`src/rtl/ers_pkg.sv`:
```
// Package: shared state encoding and command codes of the erase sequencer.
// Assumes an 8-bit command/address bus.
package ers_pkg;
    typedef enum logic [2:0] {
        S_IDLE, S_SETUP, S_ADDR, S_CONFIRM, S_SETTLE, S_WAIT, S_STCMD, S_STREAD
    } ers_state_t;

    localparam logic [7:0] CMD_SETUP = 8'h60;
    localparam logic [7:0] CMD_GO    = 8'hD0;
    localparam logic [7:0] CMD_STAT  = 8'h71;
endpackage

```
`src/rtl/plane_check.sv`:
```
// plane_check: flags a request with no used slot, or with two used slots that
// map to the same plane. Assumes the plane is the low PL_W bits of the block
// number and that NP is a power of two, at least 2.
module plane_check #(
    parameter int NP    = 4,
    parameter int BLK_W = 12
) (
    input  logic [NP-1:0]       en,
    input  logic [NP*BLK_W-1:0] blks,
    output logic                dup,
    output logic                none
);
    localparam int PL_W = $clog2(NP);

    logic [NP*NP-1:0] clash;

    // one comparator per unordered slot pair
    for (genvar i = 0; i < NP; i++) begin : g_i
        for (genvar j = 0; j < NP; j++) begin : g_j
            if (j > i) begin : g_cmp
                assign clash[i*NP+j] = en[i] && en[j] &&
                    (blks[i*BLK_W +: PL_W] == blks[j*BLK_W +: PL_W]);
            end else begin : g_nil
                assign clash[i*NP+j] = 1'b0;
            end
        end
    end

    assign dup  = |clash;
    assign none = ~|en;
endmodule

```
`src/rtl/slot_pick.sv`:
```
// slot_pick: returns the lowest set bit of a pending-slot mask.
// Assumes NP >= 2. When no bit is set, any is 0 and idx is 0.
module slot_pick #(
    parameter int NP = 4
) (
    input  logic [NP-1:0]         pend,
    output logic [$clog2(NP)-1:0] idx,
    output logic                  any
);
    localparam int IW = $clog2(NP);

    // scan downward so that the lowest pending slot wins
    always_comb begin
        idx = '0;
        for (int k = NP - 1; k >= 0; k--) begin
            if (pend[k]) idx = IW'(k);
        end
    end

    assign any = |pend;
endmodule

```
`src/rtl/wait_timer.sv`:
```
// wait_timer: cycle counter with a synchronous clear, used for the settle
// and ready-wait windows. The caller keeps the count below its wrap value.
module wait_timer #(
    parameter int CW = 17
) (
    input  logic          clk,
    input  logic          rst_n,
    input  logic          clr,
    input  logic          run,
    output logic [CW-1:0] cnt
);
    // count while running, restart on clear
    always_ff @(posedge clk) begin
        if (!rst_n)   cnt <= '0;
        else if (clr) cnt <= '0;
        else if (run) cnt <= cnt + 1'b1;
    end
endmodule

```
`src/rtl/multi_plane_eraser.sv`:
```
// multi_plane_eraser: erases up to NP blocks, at most one per plane. For each
// used slot it writes a setup command and the row address, then one confirm
// command. It waits for ready with a timeout and reads the per-plane status.
// Assumes: plane = block[PL_W-1:0]; status bit p+1 reports plane p; the
// device drops rdy within WB_CYCLES of the confirm; WB_CYCLES >= 1 and
// TIMEOUT >= 1.
module multi_plane_eraser
    import ers_pkg::*;
#(
    parameter int NP        = 4,
    parameter int BLK_W     = 12,
    parameter int PAGE_BITS = 5,
    parameter int WB_CYCLES = 2,
    parameter int TIMEOUT   = 100000
) (
    input  logic                clk,
    input  logic                rst_n,
    input  logic                start,
    input  logic [NP-1:0]       slot_en,
    input  logic [NP*BLK_W-1:0] slot_blk,
    input  logic                rdy,
    input  logic [7:0]          io_in,
    output logic [7:0]          io_out,
    output logic                io_cle,
    output logic                io_ale,
    output logic                io_wr,
    output logic                io_rd,
    output logic                busy,
    output logic                done,
    output logic                req_err,
    output logic                hang,
    output logic [NP-1:0]       fail_vec
);
    localparam int PL_W   = $clog2(NP);
    localparam int ROW_W  = BLK_W + PAGE_BITS;
    localparam int N_ADDR = (ROW_W + 7) / 8;
    localparam int AC_W   = $clog2(N_ADDR + 1);
    localparam int LIM    = (TIMEOUT > WB_CYCLES) ? TIMEOUT : WB_CYCLES;
    localparam int CW     = $clog2(LIM + 1);

    ers_state_t        state;
    logic [NP-1:0]     pend;
    logic [NP-1:0]     mask_q;
    logic [PL_W-1:0]   cur_q;
    logic [AC_W-1:0]   acnt;
    logic [BLK_W-1:0]  blk_q [NP];

    logic              dup, none;
    logic [PL_W-1:0]   pick_idx;
    logic              pick_any;
    logic [NP-1:0]     req_mask;
    logic [NP-1:0]     rest;
    logic [CW-1:0]     tcnt;
    logic              settle_end, wait_end, tclr;
    logic [N_ADDR*8-1:0] row_ext;

    plane_check #(.NP(NP), .BLK_W(BLK_W)) u_check (
        .en(slot_en), .blks(slot_blk), .dup(dup), .none(none)
    );

    slot_pick #(.NP(NP)) u_pick (
        .pend(pend), .idx(pick_idx), .any(pick_any)
    );

    wait_timer #(.CW(CW)) u_timer (
        .clk(clk), .rst_n(rst_n), .clr(tclr), .run(1'b1), .cnt(tcnt)
    );

    // planes that the incoming request touches
    always_comb begin
        req_mask = '0;
        for (int i = 0; i < NP; i++) begin
            if (slot_en[i]) req_mask[slot_blk[i*BLK_W +: PL_W]] = 1'b1;
        end
    end

    // window ends and timer restart on every window boundary
    assign settle_end = (state == S_SETTLE) && (tcnt == CW'(WB_CYCLES - 1));
    assign wait_end   = (state == S_WAIT) && (tcnt == CW'(TIMEOUT - 1));
    assign tclr       = !((state == S_SETTLE) || (state == S_WAIT)) || settle_end;

    // slots still pending once the current one is finished
    assign rest    = pend & ~(NP'(1) << cur_q);
    // row address of the current slot with the page bits at zero
    assign row_ext = (N_ADDR*8)'({blk_q[cur_q], {PAGE_BITS{1'b0}}});

    // bus drive decoded from the state
    always_comb begin
        io_out = 8'h00;
        io_cle = 1'b0;
        io_ale = 1'b0;
        io_wr  = 1'b0;
        io_rd  = 1'b0;
        unique case (state)
            S_SETUP:   begin io_out = CMD_SETUP; io_cle = 1'b1; io_wr = 1'b1; end
            S_ADDR:    begin io_out = row_ext[acnt*8 +: 8]; io_ale = 1'b1; io_wr = 1'b1; end
            S_CONFIRM: begin io_out = CMD_GO; io_cle = 1'b1; io_wr = 1'b1; end
            S_STCMD:   begin io_out = CMD_STAT; io_cle = 1'b1; io_wr = 1'b1; end
            S_STREAD:  io_rd = 1'b1;
            default:   ;
        endcase
    end

    assign busy = (state != S_IDLE);

    // sequence control, request capture and result registers
    always_ff @(posedge clk) begin
        if (!rst_n) begin
            state    <= S_IDLE;
            pend     <= '0;
            mask_q   <= '0;
            cur_q    <= '0;
            acnt     <= '0;
            done     <= 1'b0;
            req_err  <= 1'b0;
            hang     <= 1'b0;
            fail_vec <= '0;
            for (int i = 0; i < NP; i++) blk_q[i] <= '0;
        end else begin
            done    <= 1'b0;
            req_err <= 1'b0;
            hang    <= 1'b0;
            unique case (state)
                S_IDLE: if (start) begin
                    if (none || dup) begin
                        done     <= 1'b1;
                        req_err  <= 1'b1;
                        fail_vec <= '0;
                    end else begin
                        pend   <= slot_en;
                        mask_q <= req_mask;
                        for (int i = 0; i < NP; i++) blk_q[i] <= slot_blk[i*BLK_W +: BLK_W];
                        state  <= S_SETUP;
                    end
                end
                S_SETUP: begin
                    cur_q <= pick_idx;
                    acnt  <= '0;
                    state <= S_ADDR;
                end
                S_ADDR: begin
                    if (acnt == AC_W'(N_ADDR - 1)) begin
                        pend  <= rest;
                        state <= (rest != '0) ? S_SETUP : S_CONFIRM;
                    end else begin
                        acnt <= acnt + 1'b1;
                    end
                end
                S_CONFIRM: state <= S_SETTLE;
                S_SETTLE:  if (settle_end) state <= S_WAIT;
                S_WAIT: begin
                    if (rdy) begin
                        state <= S_STCMD;
                    end else if (wait_end) begin
                        done     <= 1'b1;
                        hang     <= 1'b1;
                        fail_vec <= '0;
                        state    <= S_IDLE;
                    end
                end
                S_STCMD: state <= S_STREAD;
                S_STREAD: begin
                    fail_vec <= io_in[NP:1] & mask_q;
                    done     <= 1'b1;
                    state    <= S_IDLE;
                end
                default: state <= S_IDLE;
            endcase
        end
    end

    logic unused_ok;
    assign unused_ok = pick_any;
endmodule

```
`config.mk`:
```
export PLATFORM = sky130hd
export DESIGN_NAME = multi_plane_eraser
export DESIGN_NICKNAME = d
export VERILOG_FILES = /design/src/rtl/ers_pkg.sv /design/src/rtl/plane_check.sv /design/src/rtl/slot_pick.sv /design/src/rtl/wait_timer.sv /design/src/rtl/multi_plane_eraser.sv
export SDC_FILE = /design/constraint.sdc
export NUM_CORES = 1
export LEC_CHECK = 0
export BUFFER_PORTS_ARGS = -buffer_cell sky130_fd_sc_hd__buf_2
export CAP_MARGIN = 20
export CORE_AREA = 2 2 98 100
export CTS_BUF_LIST = sky130_fd_sc_hd__clkbuf_8
export CTS_CLUSTER_SIZE = 8
export DETAILED_ROUTE_END_ITERATION = 10
export DIE_AREA = 0 0 100 102
export PLACE_DENSITY = 0.8
export SLEW_MARGIN = 20
export SYNTH_ARGS = -nofsm -noshare
export SYNTH_HDL_FRONTEND = slang
export SYNTH_HIERARCHICAL = 1
export SYNTH_SLANG_ARGS = --single-unit
```
`constraint.sdc`:
```
create_clock -name clk -period 3.2 [get_ports clk]
set_input_delay 0.32 -clock clk [delete_from_list [all_inputs] [get_ports clk]]
set_output_delay 0.32 -clock clk [all_outputs]
set_load 0.01 [all_outputs]
```
# Yosys cells after proc, flatten, opt, wreduce, memory -nomap -nowiden
# Memory sizes are Yosys's and may differ from the RTL's. A register that Yosys moved wholly into a read port is not among the register bits.
# Cells that the tools add are included.
# word_totals
regBits	39
mem_bits_rw	48
inputBits	64
out_inout_bits	20
word_cells	158
mem_count	1
# classes
addsub	2
magnitude_cmp	8
n_eq_ne	25
n_shift	2
n_mux	57
bitwise	12
n_reduce_logical	41
# memory_table
name	words	width	rd	rd_ports_with_merged_regs	write_ports	line	source
blk_q	4	12	1	1	4	multi_plane_eraser.sv:46	logic [BLK_W-1:0] blk_q [NP];
# op_table
cell	n
$mux W12	4
$mux W4	11
$pmux W8 S4	1
$pmux W3 S8	1
$shiftx A24 B6 Y8	1
$logic_and A1 B1 Y1	18
$mux W1	18
$mux W3	6
$add A17 B1 Y17 const B	1
$eq A17 B1 Y1 const B	1
$eq A17 B17 Y1 const B	1
$mux W2	8
$ne A2 B2 Y1 const B	8
$eq A2 B2 Y1	6
$eq A3 B3 Y1 const B	4
$lt A2 B3 Y1 const B	4
$or A4 B4 Y4	3
$pmux W4 S3	1
$reduce_and A5 Y1	2
$and A4 B4 Y4	2
$demux W1 S2	4
$ge A2 B1 Y1 const B	4
$pmux W4 S2	1
$reduce_or A4 Y1	2
23 further kinds	35

# Longest topological paths before layout
# depth
depth_word	11
depth_mapped	9
mapped_depth_nobuf	8

# Hierarchy
# The synthesis kept the hierarchy.
# by_module_without_submodules
module	n_inst	cells_each	area_each_um2	seq_area_each_um2
multi_plane_eraser	1	324	3588.4	1921.8
wait_timer	1	89	815.8	340.3
plane_check	1	22	163.9	0.0
slot_pick	1	7	35.0	0.0

# Least setup slack after synthesis
# No wires, ideal clock.
# synth_timing
path_kind	input-to-reg
from	input slot_blk[25]
to	memory blk_q[0][0], enable pin
setup_ps	406
arrival_ps	2689
required_time_ps	2794
setup_slack_ps	105
stages	8
n_path_buf	1
path_cell_list	xnor2_1 -> nand4_1 -> nand4_1 -> a21o_1 -> or4b_4 -> or2_1 -> buf_2 -> nand2_1
# synth_lines
element	line	source
start: declaration	multi_plane_eraser.sv:20	input logic [NP*BLK_W-1:0] slot_blk,
end: declaration	multi_plane_eraser.sv:46	

==> run metrics <==
critical path capture point type=output pin; Final ANT Viol Nets=0; Routed Wire Length=10,300 um; global-route wire length before repair=17,200 um; PostCTS Resize Cnt=0; final max-slew violation count=0; Top-Level Pins=84; # Post-CTS Setup Buffers=0; Least-Margin Pin Slew=587 ps; First DRT Iteration DRCs=268; crit-path max FO=9; status=complete, no violations; Clock transition at path regs=100 ps; CTS tree=built; clk_lat worst skew=370 ps; YS warnings=6; Clock Tree Buf Depth=2; Initial Util=0.505; layout net count=575; Avg Inst Size Synth=10.4 um2; Vias=3,689; mapped cell area=0.00460 mm2; Clock Skews=18.2 ps; filler instances=770; Area Growth Syn to Fin=14.5%; Tmin final=2650 ps; drt drc=0; Port Buffer Count=79; Detailed Routing Iterations Pass 1=4; critical path class=reg2out; GRT Total Usage=0.213; Lkg Pwr=2.17 nW; GRT Residual Overflow=0; Max-Cap Viols=0; die area=0.0102 mm2; share of cells above drive strength 1=0.241; Detail Placement HPWL=7260 um; Diodes inserted=0; non-filler cells in the finished layout=625; hold_ws=245 ps; fin crit share=0.827; RSZ-0062 raised after global routing=false; WP data required=2880 ps; drt via density=5.90; largest net degree at the start of global routing=59; Min-Delay Path Class=in2reg; Num CTS Buffers=9; Hold Fails Final Rpt=0; antenna violations before repair=0; clock sink count=89; Gate Count Post-Synth=440; Arr. time, crit path=2330 ps; Placeable Area=0.00911 mm2; relative slew slack=0.608; setup violators final=0; vias in the first global route=3,634; startpoint types=flop; pwr/cell area=600 mW/mm2; Die W=100 um; Core Util, Final=0.577; Final TNS setup=0 ps; Pwr Total=0.00315 W; # placed instances=609; Die H=102 um; routed len/inst=16.5 um; maximum clock rate=0.378 GHz; Row Count=35; Synth Net Count=506; Root Buffer=clkbuf_8; Final GP Congestion=0.843; worst vdd ir=263 uV; CTS Hold Bufs=0; H-tree depth=3
[per-stage QoR]
step / setup WS (ps) / cell area, um2
2_1_floorplan: 105 / 4600
3_3_place_gp: 605 / 5060
3_5_place_dp: 578 / 5060
4_1_cts: 505 / 5260
5_1_grt: 362 / 5260
6_report: 554 / 5260
[cell type report]
| cell class | instances | area (um2) | share of cell area |
|---|---|---|---|
| Sequential cell | 89 | 2260 | 0.430 |
| Multi-Input combinational cell | 315 | 2160 | 0.411 |
| Timing Repair Buffer | 84 | 458 | 0.0871 |
| Tap cell | 111 | 139 | 0.0264 |
| Clock buffer | 9 | 124 | 0.0235 |
| Clock inverter | 7 | 76.3 | 0.0145 |
| Inverter | 10 | 37.5 | 0.00714 |
[placed cells by master, fill, tap and decap left out, types with 3 or more instances in the layout]
cell,instances
a21oi_1,13
a31oi_1,7
and3_1,54
and4_1,5
buf_2,79
buf_4,3
clkbuf_8,9
dfxtp_1,41
edfxtp_1,48
inv_1,9
inv_8,3
mux2i_1,5
mux4_2,12
nand2_1,31
nand2b_1,6
nand3_1,11
nand3b_1,3
nand4_1,15
nor2_1,28
nor2b_1,8
nor3_1,13
nor4_1,4
o2111ai_1,4
o21a_1,3
o21ai_0,18
o22ai_1,4
o31ai_1,4
or3_1,5
or4_1,3
xnor2_1,16
xor2_1,6
[registers in the layout, indices dropped and copies added (netlist names), named ones only]
signal,flops
pend,4
fail_vec,4
req_err,1
u_timer/cnt,17
state,3
hang,1
acnt,2
cur_q,2
done,1
mask_q,4
blk_q,48
[worst max-delay path: stages (launching register included)]
cell      delay, ps
dfxtp_1         690
buf_4           260
mux4_2          520
mux2i_1         140
o311ai_0        160
buf_2           190
[metal layers]
layer,wire (um),GRT usage,up-vias
met5,0,0,-
met3,497,0.0479,15
met4,148,0.0706,0
li1,-,-,1806
met1,4580,0.277,1762
met2,5090,0.358,106
[where the power goes]
| group | leakage, nW | total [W] | internal, W | switching (W) |
|---|---|---|---|---|
| combinational | 1.22 | 0.000848 | 0.000360 | 0.000488 |
| sequential | 0.842 | 0.00154 | 0.00142 | 0.000121 |
| clock | 0.103 | 0.000768 | 0.000312 | 0.000456 |
| total | 2.17 | 0.00315 | 0.00209 | 0.00106 |
[worst paths after layout]
path | from | slack [ps] | depth (start not counted) | to
worst max-delay path | flop | 550 | 5 | io_out[6]
worst min-delay path | slot_blk[18] | 250 | 2 | blk_q[1][6]
worst max register to register | u_timer/cnt[9] | 1190 | 6 | u_timer/cnt[5]
worst min register to register | u_timer/cnt[15] | 520 | 2 | u_timer/cnt[15]
No activity file was read; power rests on OpenSTA's default activity.
